### src/rtl/prp_pkg.sv
package prp_pkg;
    localparam int DATA_W = 8;
    localparam int SEL_W  = 3;
    localparam int NREG   = 1 << SEL_W;
    localparam int NPAGE  = 4;
    localparam int PAGE_W = $clog2(NPAGE);

    // page-in command: fixed upper bits, page index in the low bits
    localparam logic [DATA_W-1:0] PAGE_IDX_MASK = DATA_W'(NPAGE - 1);
    localparam logic [DATA_W-1:0] PAGE_CMD      = 8'h50;

    typedef enum logic [1:0] {
        ACC_NONE = 2'd0,
        ACC_RD   = 2'd1,
        ACC_WR   = 2'd2
    } acc_kind_e;

    typedef struct packed {
        acc_kind_e        kind;
        logic             dma;
        logic [SEL_W-1:0] sel;
    } acc_t;

    typedef struct packed {
        logic              vld;
        logic [PAGE_W-1:0] idx;
        logic              armed;
    } page_st_t;

    typedef struct packed {
        logic [DATA_W-1:0] din;
        logic              din_full;
        logic [DATA_W-1:0] dout;
        logic              dout_full;
        logic              req;
    } data_st_t;

    typedef struct packed {
        logic [NREG-1:0][DATA_W-1:0]  gen;
        logic [NPAGE-1:0][DATA_W-1:0] pg;
        logic [DATA_W-1:0]            rdata;
    } file_st_t;
endpackage

### src/rtl/prp_cycle_decode.sv
module prp_cycle_decode
    import prp_pkg::*;
#(
    parameter int DIN_OFFSET = 0
) (
    input  logic             cs,
    input  logic             wr_en,
    input  logic             rd_en,
    input  logic             dma_gnt,
    input  logic [SEL_W-1:0] reg_sel,
    output acc_t             acc
);
    always_comb begin
        acc.kind = ACC_NONE;
        acc.dma  = 1'b0;
        acc.sel  = reg_sel;
        if (dma_gnt) begin
            // grant: select forced to the data bytes, read strobe inverted
            acc.dma = 1'b1;
            acc.sel = SEL_W'(DIN_OFFSET);
            if (wr_en)       acc.kind = ACC_WR;
            else if (!rd_en) acc.kind = ACC_RD;
        end else if (cs) begin
            if (wr_en)      acc.kind = ACC_WR;
            else if (rd_en) acc.kind = ACC_RD;
        end
    end
endmodule

### src/rtl/prp_page_map.sv
module prp_page_map
    import prp_pkg::*;
#(
    parameter int PG_OFFSET  = 2,
    parameter int WIN_BASE   = 4,
    parameter int CMD_OFFSET = 3
) (
    input  logic              clk,
    input  logic              rst_n,
    input  logic              page_mode,
    input  acc_t              acc,
    input  logic [DATA_W-1:0] wdata,
    output logic              page_hit,
    output logic [PAGE_W-1:0] page_idx,
    output logic              page_cmd,
    output logic              sticky_vld,
    output logic [PAGE_W-1:0] sticky_idx,
    output logic              armed
);
    page_st_t          st_d, st_q;
    logic              cpu_acc;
    logic [NPAGE-1:0]  win_match;

    assign cpu_acc  = (acc.kind != ACC_NONE) && !acc.dma;
    assign page_cmd = (acc.kind == ACC_WR) && !acc.dma
                   && (acc.sel == SEL_W'(CMD_OFFSET))
                   && ((wdata & ~PAGE_IDX_MASK) == PAGE_CMD);

    // one comparator per window slot
    for (genvar i = 0; i < NPAGE; i++) begin : g_win
        assign win_match[i] = st_q.armed && !acc.dma
                           && (acc.sel == SEL_W'(WIN_BASE + i));
    end

    always_comb begin
        page_hit = 1'b0;
        page_idx = '0;
        if (st_q.vld && !acc.dma && acc.sel == SEL_W'(PG_OFFSET)) begin
            page_hit = 1'b1;
            page_idx = st_q.idx;
        end else begin
            for (int i = 0; i < NPAGE; i++) begin
                if (win_match[i]) begin
                    page_hit = 1'b1;
                    page_idx = PAGE_W'(i);
                end
            end
        end
    end

    always_comb begin
        st_d = st_q;
        if (cpu_acc) st_d.armed = 1'b0;
        if (page_cmd) begin
            if (page_mode) begin
                st_d.armed = 1'b1;
            end else begin
                st_d.vld = 1'b1;
                st_d.idx = wdata[PAGE_W-1:0];
            end
        end
    end

    always_ff @(posedge clk or negedge rst_n) begin
        if (!rst_n) st_q <= '0;
        else        st_q <= st_d;
    end

    assign sticky_vld = st_q.vld;
    assign sticky_idx = st_q.idx;
    assign armed      = st_q.armed;
endmodule

### src/rtl/prp_data_regs.sv
module prp_data_regs
    import prp_pkg::*;
(
    input  logic              clk,
    input  logic              rst_n,
    input  acc_kind_e         kind,
    input  logic              is_dma,
    input  logic              data_sel,
    input  logic [DATA_W-1:0] wdata,
    input  logic              rx_load,
    input  logic [DATA_W-1:0] rx_byte,
    input  logic              tx_take,
    output logic [DATA_W-1:0] din_byte,
    output logic              din_full,
    output logic [DATA_W-1:0] dout_byte,
    output logic              dout_full,
    output logic              dma_req
);
    data_st_t dq_d, dq_q;
    logic     rd_hit, wr_hit, gnt_done;

    assign rd_hit   = data_sel && (kind == ACC_RD);
    assign wr_hit   = data_sel && (kind == ACC_WR);
    assign gnt_done = is_dma && (kind != ACC_NONE);

    always_comb begin
        dq_d = dq_q;
        if (rx_load) begin
            dq_d.din      = rx_byte;
            dq_d.din_full = 1'b1;
        end else if (rd_hit) begin
            dq_d.din_full = 1'b0;
        end
        if (wr_hit) begin
            dq_d.dout      = wdata;
            dq_d.dout_full = 1'b1;
        end else if (tx_take) begin
            dq_d.dout_full = 1'b0;
        end
        dq_d.req = (dq_d.din_full || !dq_d.dout_full) && !gnt_done;
    end

    always_ff @(posedge clk or negedge rst_n) begin
        if (!rst_n) dq_q <= '0;
        else        dq_q <= dq_d;
    end

    assign din_byte  = dq_q.din;
    assign din_full  = dq_q.din_full;
    assign dout_byte = dq_q.dout;
    assign dout_full = dq_q.dout_full;
    assign dma_req   = dq_q.req;
endmodule

### src/rtl/paged_reg_port.sv
module paged_reg_port
    import prp_pkg::*;
#(
    parameter int DIN_OFFSET = 0,
    parameter int PG_OFFSET  = 2,
    parameter int CMD_OFFSET = 3,
    parameter int WIN_BASE   = 4
) (
    input  logic              clk,
    input  logic              rst_n,
    input  logic              page_mode,
    input  logic              cs,
    input  logic              wr_en,
    input  logic              rd_en,
    input  logic [SEL_W-1:0]  reg_sel,
    input  logic [DATA_W-1:0] wdata,
    output logic [DATA_W-1:0] rdata,
    input  logic              dma_gnt,
    output logic              dma_req,
    input  logic              rx_load,
    input  logic [DATA_W-1:0] rx_byte,
    output logic              din_full,
    input  logic              tx_take,
    output logic [DATA_W-1:0] dout_byte,
    output logic              dout_full
);
    acc_t              acc;
    logic              page_hit, page_cmd, sticky_vld, armed, data_sel;
    logic [PAGE_W-1:0] page_idx, sticky_idx;
    logic [DATA_W-1:0] din_byte;
    file_st_t          file_d, file_q;

    prp_cycle_decode #(.DIN_OFFSET(DIN_OFFSET)) i_dec (
        .cs      (cs),
        .wr_en   (wr_en),
        .rd_en   (rd_en),
        .dma_gnt (dma_gnt),
        .reg_sel (reg_sel),
        .acc     (acc)
    );

    prp_page_map #(
        .PG_OFFSET  (PG_OFFSET),
        .WIN_BASE   (WIN_BASE),
        .CMD_OFFSET (CMD_OFFSET)
    ) i_page (
        .clk        (clk),
        .rst_n      (rst_n),
        .page_mode  (page_mode),
        .acc        (acc),
        .wdata      (wdata),
        .page_hit   (page_hit),
        .page_idx   (page_idx),
        .page_cmd   (page_cmd),
        .sticky_vld (sticky_vld),
        .sticky_idx (sticky_idx),
        .armed      (armed)
    );

    assign data_sel = (acc.sel == SEL_W'(DIN_OFFSET)) && !page_hit;

    prp_data_regs i_data (
        .clk       (clk),
        .rst_n     (rst_n),
        .kind      (acc.kind),
        .is_dma    (acc.dma),
        .data_sel  (data_sel),
        .wdata     (wdata),
        .rx_load   (rx_load),
        .rx_byte   (rx_byte),
        .tx_take   (tx_take),
        .din_byte  (din_byte),
        .din_full  (din_full),
        .dout_byte (dout_byte),
        .dout_full (dout_full),
        .dma_req   (dma_req)
    );

    always_comb begin
        file_d = file_q;
        if (acc.kind == ACC_WR) begin
            if (page_hit)      file_d.pg[page_idx] = wdata;
            else if (!data_sel) file_d.gen[acc.sel] = wdata;
        end else if (acc.kind == ACC_RD) begin
            if (page_hit)      file_d.rdata = file_q.pg[page_idx];
            else if (data_sel) file_d.rdata = din_byte;
            else               file_d.rdata = file_q.gen[acc.sel];
        end
    end

    always_ff @(posedge clk or negedge rst_n) begin
        if (!rst_n) file_q <= '0;
        else        file_q <= file_d;
    end

    assign rdata = file_q.rdata;
endmodule

### config.mk
export PLATFORM = sky130hd
export DESIGN_NAME = paged_reg_port
export DESIGN_NICKNAME = d
export VERILOG_FILES = /design/src/rtl/prp_pkg.sv /design/src/rtl/prp_cycle_decode.sv /design/src/rtl/prp_page_map.sv /design/src/rtl/prp_data_regs.sv /design/src/rtl/paged_reg_port.sv
export SDC_FILE = /design/constraint.sdc
export NUM_CORES = 1
export LEC_CHECK = 0
export CAP_MARGIN = 40
export CORE_ASPECT_RATIO = 1.4
export CORE_UTILIZATION = 30
export CTS_CLUSTER_SIZE = 14
export DETAILED_ROUTE_END_ITERATION = 8
export PLACE_DENSITY = 0.54
export REMOVE_ABC_BUFFERS = 1
export SYNTH_ARGS = -nofsm -noshare
export SYNTH_HDL_FRONTEND = slang
export SYNTH_SLANG_ARGS = --single-unit
### constraint.sdc
create_clock -name clk -period 5.2 [get_ports clk]
set_input_delay 0.78 -clock clk [delete_from_list [all_inputs] [get_ports clk]]
set_output_delay 0.78 -clock clk [all_outputs]
set_load 0.01 [all_outputs]
---- Word-level counts from Yosys, hierarchy flattened ----
Index checks and enable logic that the tools add are counted.
word-level totals
  flip-flop bits (word level) ............. 127
  word-level logic and storage cells ...... 102
  input bits .............................. 28
operators by class
  equal/unequal tests ..................... 9
  reduce and logical (&&, ||, !) cells .... 29
  muxes and demuxes ....................... 35
  bitwise gates (word level) .............. 4
  order comparisons ....................... 4
operators with widths
  operator                                                     number
  bitwise mux 64 bit                                           1
  two-way mux 8 bit                                            6
  bitwise mux 32 bit                                           1
  binary-select mux 8 bit (select 3 bit)                       1
  demux 8 bit (select 3 bit)                                   1
  logical AND 1 bit                                            18
  binary-select mux 8 bit (select 2 bit)                       1
  demux 8 bit (select 2 bit)                                   1
  two-way mux 1 bit                                            15
  two-way mux 2 bit                                            7
  equality test 3 bit (second input constant)                  4
  equality test 3 x 2 -> 1 bit (second input constant)         2
  equality test 6 x 5 -> 1 bit (second input constant)         1
  AND reduction 2 bit                                          3
  logical NOT 1 bit                                            4
  less-than comparator 3 x 4 -> 1 bit (second input constant)  1
  two-way mux 4 bit                                            1
  inverter 1 bit                                               4
  >= comparator 3 x 1 -> 1 bit (second input constant)         1
  logical NOT 3 bit                                            1
  less-than comparator 2 x 3 -> 1 bit (second input constant)  1
  AND reduction 3 bit                                          1
  equality test 2 x 1 -> 1 bit (second input constant)         1
  equality test 2 bit (second input constant)                  1
  other kinds (3)                                              3

---- Depth between registers and ports, before layout ----
  depth in word-level cells ............... 16
  gate-level depth with buffers ........... 8
  mapped depth without buffers ............ 5

---- Modules after synthesis ----
Synthesis repeated with hierarchy kept, for this count alone.
second synthesis, totals
  cell total of the unflattened synthesis .. 403
  area, all modules ....................... 5611.6 um^2
modules (own cells, without submodules)
  module            area each (um^2)  cells an instance  times used
  paged_reg_port    4560.6            329                1
  prp_data_regs     718.2             44                 1
  prp_page_map      260.2             22                 1
  prp_cycle_decode  72.6              8                  1

---- Worst setup path after synthesis ----
No wires, ideal clock.
  path kind ............................... in2reg
  start ................................... input dma_gnt
  end ..................................... register file_q, in the netlist rdata[2]
  data required time ...................... 5074 ps
  setup slack ............................. 2864 ps
  stages on the path ...................... 6
  data arrival time ....................... 2210 ps
  path buffers ............................ 1
  path through ............................ or2_1 > o32a_1 > nor2b_1 > buf_2 > a221o_1 > o32a_1
between the ends
  word-level cells in the longest chain between the ends .. 13
  elaborated cells between the ends (all ways) .. 37
RTL lines
  what                                                                        RTL line              text
  from (decl)                                                                 paged_reg_port.sv:18  input logic dma_gnt,
  parallel branches: the longest is 13 deep, another holds two-way mux 8 bit  --
  to (signal assigned)                                                        paged_reg_port.sv:93  else file_q <= file_d;
  to (decl)                                                                   paged_reg_port.sv:31  file_st_t file_d, file_q;
Several ways; the timed one is not identified. The select of a mux whose other input is x is not followed.
A chain may end at the register's enable or synchronous reset.

---- Final worst setup path ----
  start ................................... input reg_sel[0]
  end ..................................... register i_page.st_q, in the netlist i_page.sticky_idx[0]
between the ends
  word-level cells in the longest chain between the ends .. 5
RTL lines
  what                                  RTL line                text
  from (decl)                           paged_reg_port.sv:15    input logic [SEL_W-1:0] reg_sel,
  two-way mux 4 bit                     prp_cycle_decode.sv:17  if (dma_gnt) begin
  equality test 3 x 2 -> 1 bit          prp_page_map.sv:26      && (acc.sel == SEL_W'(CMD_OFFSET))
  logical AND 1 bit                     prp_page_map.sv:26
  logical AND 1 bit                     prp_page_map.sv:27      && ((wdata & ~PAGE_IDX_MASK) == PAGE_CMD);
  AND reduction 2 bit (no source line)  --
  to (signal assigned)                  prp_page_map.sv:66      else st_q <= st_d;
  to (decl)                             prp_page_map.sv:20      page_st_t st_d, st_q;
Every way passes these cells.

==> impl_summary.log <==
INFO  metric status = finished clean
INFO  metric route.detailed.vias_per_inst = 5.116
INFO  metric rsz0062_at_grt = no
INFO  metric detail_route.wirelength = 13990 um
INFO  metric ioPinCount = 47
INFO  metric crit_start = reg_sel[0]
INFO  metric post_route_cells_drive_above_1_share = 0.3168
INFO  metric critical_path.cell_chain = clkdlybuf4s50_1, buf_4, inv_1, nor4b_1, nand3_1, nor4_1, mux2_2
INFO  metric timing.rr.end = file_q[98]
INFO  metric port_buffers = 46
INFO  metric die_height = 163.7 um
INFO  metric cts_buffers = 17
INFO  metric netlist.top_cell.by_area = sky130_fd_sc_hd__dfrtp_1
INFO  metric grt_pass1_vias = 3891
INFO  metric sum_of_negative_setup_slack = 0 ns
INFO  metric clock-skew-final = 0.005895 ns
INFO  metric worstSetupEndpointType = register
INFO  metric clock_sink_count = 121
INFO  metric tightestPinTransition = 0.8452 ns
INFO  metric worst_reg2reg_path_length_in_cells = 5
INFO  metric highest_count_cells_in_the_layout_ignoring_fill_and_taps = sky130_fd_sc_hd__dfrtp_1, sky130_fd_sc_hd__mux2_2, sky130_fd_sc_hd__clkdlybuf4s50_1
INFO  metric initial_utilization = 0.3089
INFO  metric critical_path.max_fanout = 19
INFO  metric clk_pin_slew_worst_paths = 0.06 ns
INFO  metric maximum_number_of_pins_on_one_net_before_global_route_repair = 47
INFO  metric cts_tree = built
INFO  metric number_of_antenna_violations_at_the_first_check_in_global_routing = 0
INFO  metric ranking_of_synthesized_cells_by_area = sky130_fd_sc_hd__dfrtp_1, sky130_fd_sc_hd__mux2_2, sky130_fd_sc_hd__a22oi_1
INFO  metric initialDrtViolationCount = 264
INFO  metric crit_slowest_cell = sky130_fd_sc_hd__clkdlybuf4s50_1
INFO  metric crit-reg2reg-launch = i_page.sticky_vld
INFO  metric cts_root_buf = sky130_fd_sc_hd__clkbuf_16
INFO  metric route.vias.total = 3699
INFO  metric final.period_utilization = 0.6105
INFO  metric yosysWarnings = 0
INFO  metric ctsResizeCount = 0
INFO  metric slew-limit-headroom = 0.4334
INFO  metric drt_first_pass_iters = 4
INFO  metric route.antenna.remaining_nets = 0
INFO  metric crit_arrival = 3.48 ns
INFO  metric synth_cell_types = 53
INFO  metric grt_first_pass_wirelength = 22540 um
INFO  metric post_cts.repair.setup_buffers = 0
INFO  metric timing.max_cap.violations = 0
INFO  metric num-fill-cells = 1760
INFO  metric synth_largest_type_area_fraction = 0.5403
INFO  metric die_area = 19240 um2
INFO  metric layout.cells.most_common = sky130_fd_sc_hd__dfrtp_1
INFO  metric cts-root-to-sink-buffers = 2
INFO  metric worst_setup_path_endpoint = i_page.sticky_idx[0]
INFO  metric ys_seq_elements = 121
INFO  metric worstHoldPathType = primary input to asynchronous set/reset pin
INFO  metric p_per_area = 380.0 nW/um2
INFO  metric critPathKind = primary input to register
INFO  metric place_hpwl = 9764 um
INFO  metric finalSetupViolCount = 0
INFO  metric async_reset_ff_frac = 1.000
INFO  metric number_of_flops_mapped_to_enable_cells_by_yosys = 0
INFO  metric setup.worst_path.start_class = primary input
INFO  metric core_area = 18140 um2
INFO  metric place.gp.congestion = 0.8703
INFO  metric hold_buffers = 0
INFO  metric clock.fmax = 315.0 MHz
INFO  metric crit_required = 5.51 ns
INFO  metric grt_remaining_overflow = 0
INFO  metric std_cell_rows = 58
INFO  metric totalPowerFinal = 2.595 mW
INFO  metric mean_cell_area_of_the_mapped_netlist = 12.94 um2
INFO  metric h-tree-depth = 4
INFO  metric synthesis.area = 5604 um2
INFO  metric drt_drc_violations_left = 0
INFO  metric diodes = 0
INFO  metric total_leakage_power = 2.989 nW
INFO  metric rrSetupSlack = 2.98 ns
INFO  metric crit_path_time_final = 3.175 ns
INFO  metric ir_worst_vdd = 0.2334 mV
INFO  metric synth-seq-area-share = 0.5403
INFO  metric die_width = 117.5 um
INFO  metric wl_per_cell = 19.35 um
INFO  metric synth_cells = 433
INFO  metric total_global_route_track_usage = 0.1564
INFO  metric area_delta_synth_final = 21.84%
INFO  metric hold_violations = 0
INFO  metric fin_nets = 498
INFO  metric worst_skew_pair_latency = 0.42 ns
INFO  metric ys_dominant_reg_cell = sky130_fd_sc_hd__dfrtp_1
INFO  metric timing.critical_path.slowest_cell_delay = 0.88 ns
INFO  metric final_max_slew_viol_count = 0
==> per-stage QoR <==
stage | cells | util | worst slack [ns] | cell area [um2] | hold WS (ns)
after floorplan | 399 | - | 2.544 | 5420 | 0.3540
after global placement | 689 | 0.3422 | 1.644 | 6208 | 0.3709
after detailed placement | 690 | 0.3437 | 1.563 | 6236 | 0.3724
after CTS | 722 | 0.3759 | 1.997 | 6820 | 0.3204
after global routing | 723 | 0.3763 | 1.893 | 6828 | 0.3459
final | 723 | 0.3763 | 2.025 | 6828 | 0.3194
==> worst min-delay path by stage <==
stage | cells past startpoint | end
floorplan | 0 | file_q[40]
global placement | 0 | file_q[40]
detailed placement | 0 | file_q[40]
CTS | 1 | file_q[80]
global route | 1 | i_data.dout_byte[7]
finish | 1 | file_q[63]
==> metal layers <==
metal | track usage | part of all wire | up-vias
li1 | - | - | 1689
met3 | 0.02917 | 0.029 | 24
met4 | 0.08042 | 0.026 | 0
met1 | 0.1896 | 0.45 | 1891
met5 | 0 | 0 | -
met2 | 0.2657 | 0.49 | 95
==> cells in the mapped netlist, types with 2 or more instances <==
master and n:
sky130_fd_sc_hd__dfrtp_1 121, sky130_fd_sc_hd__mux2_2 106, sky130_fd_sc_hd__a22oi_1 16, sky130_fd_sc_hd__nand2_1 14, sky130_fd_sc_hd__nor2_1 13, sky130_fd_sc_hd__buf_4 12
sky130_fd_sc_hd__clkbuf_1 12, sky130_fd_sc_hd__nor2b_1 12, sky130_fd_sc_hd__mux2i_1 11, sky130_fd_sc_hd__a21oi_1 10, sky130_fd_sc_hd__buf_2 9, sky130_fd_sc_hd__o21ai_0 8
sky130_fd_sc_hd__a221o_1 7, sky130_fd_sc_hd__a31oi_1 6, sky130_fd_sc_hd__and2_1 6, sky130_fd_sc_hd__inv_1 6, sky130_fd_sc_hd__a221oi_1 5, sky130_fd_sc_hd__nand3_1 4
sky130_fd_sc_hd__o32a_1 4, sky130_fd_sc_hd__a211o_1 3, sky130_fd_sc_hd__a211oi_1 3, sky130_fd_sc_hd__nand2b_1 3, sky130_fd_sc_hd__o22ai_1 3, sky130_fd_sc_hd__o41ai_1 3
sky130_fd_sc_hd__a32o_1 2, sky130_fd_sc_hd__and3b_1 2, sky130_fd_sc_hd__mux2_1 2, sky130_fd_sc_hd__nand3b_1 2, sky130_fd_sc_hd__nand4bb_1 2, sky130_fd_sc_hd__o31ai_1 2
sky130_fd_sc_hd__or2_2 2
==> sequential cells by signal, indices dropped and copies added, names as in the netlist <==
register,flops
file_q,90
i_data.din_byte,8
i_data.din_full,1
i_data.dma_req,1
i_data.dout_byte,8
i_data.dout_full,1
i_page.armed,1
i_page.sticky_idx,2
i_page.sticky_vld,1
rdata,8
==> cell families (layout without fill, tap and decap cells) <==
family	after synthesis	after routing	synth area share
AOI/OAI and AO/OA	83	83	0.1123
buffers and inverters	40	90	0.03684
DFF	121	121	0.5403
muxes	120	120	0.2407
and+or+nand+nor	69	69	0.06988
==> final cells by class <==
type | count | area [um2] | share of cell area
clock inverter | 8 | 92.59 | 0.01356
inverter | 6 | 22.52 | 0.003299
timing repair buffer | 52 | 523.0 | 0.07660
clock buffer | 24 | 491.7 | 0.07202
sequential | 121 | 3028 | 0.4435
multi-input combinational | 272 | 2370 | 0.3471
tap | 240 | 300.3 | 0.04398
==> worst max-delay path, delay by kind of cell <==
family        cells  cell delay, ns
buf+inv           3            1.43
mux               1            0.39
simple gates      3            0.88
==> power breakdown <==
group          internal [mW]  switching [mW]
logic                  0.182           0.147
clock network          0.750           0.399
registers               1.06          0.0590
Power figures use the tool's default switching activity.
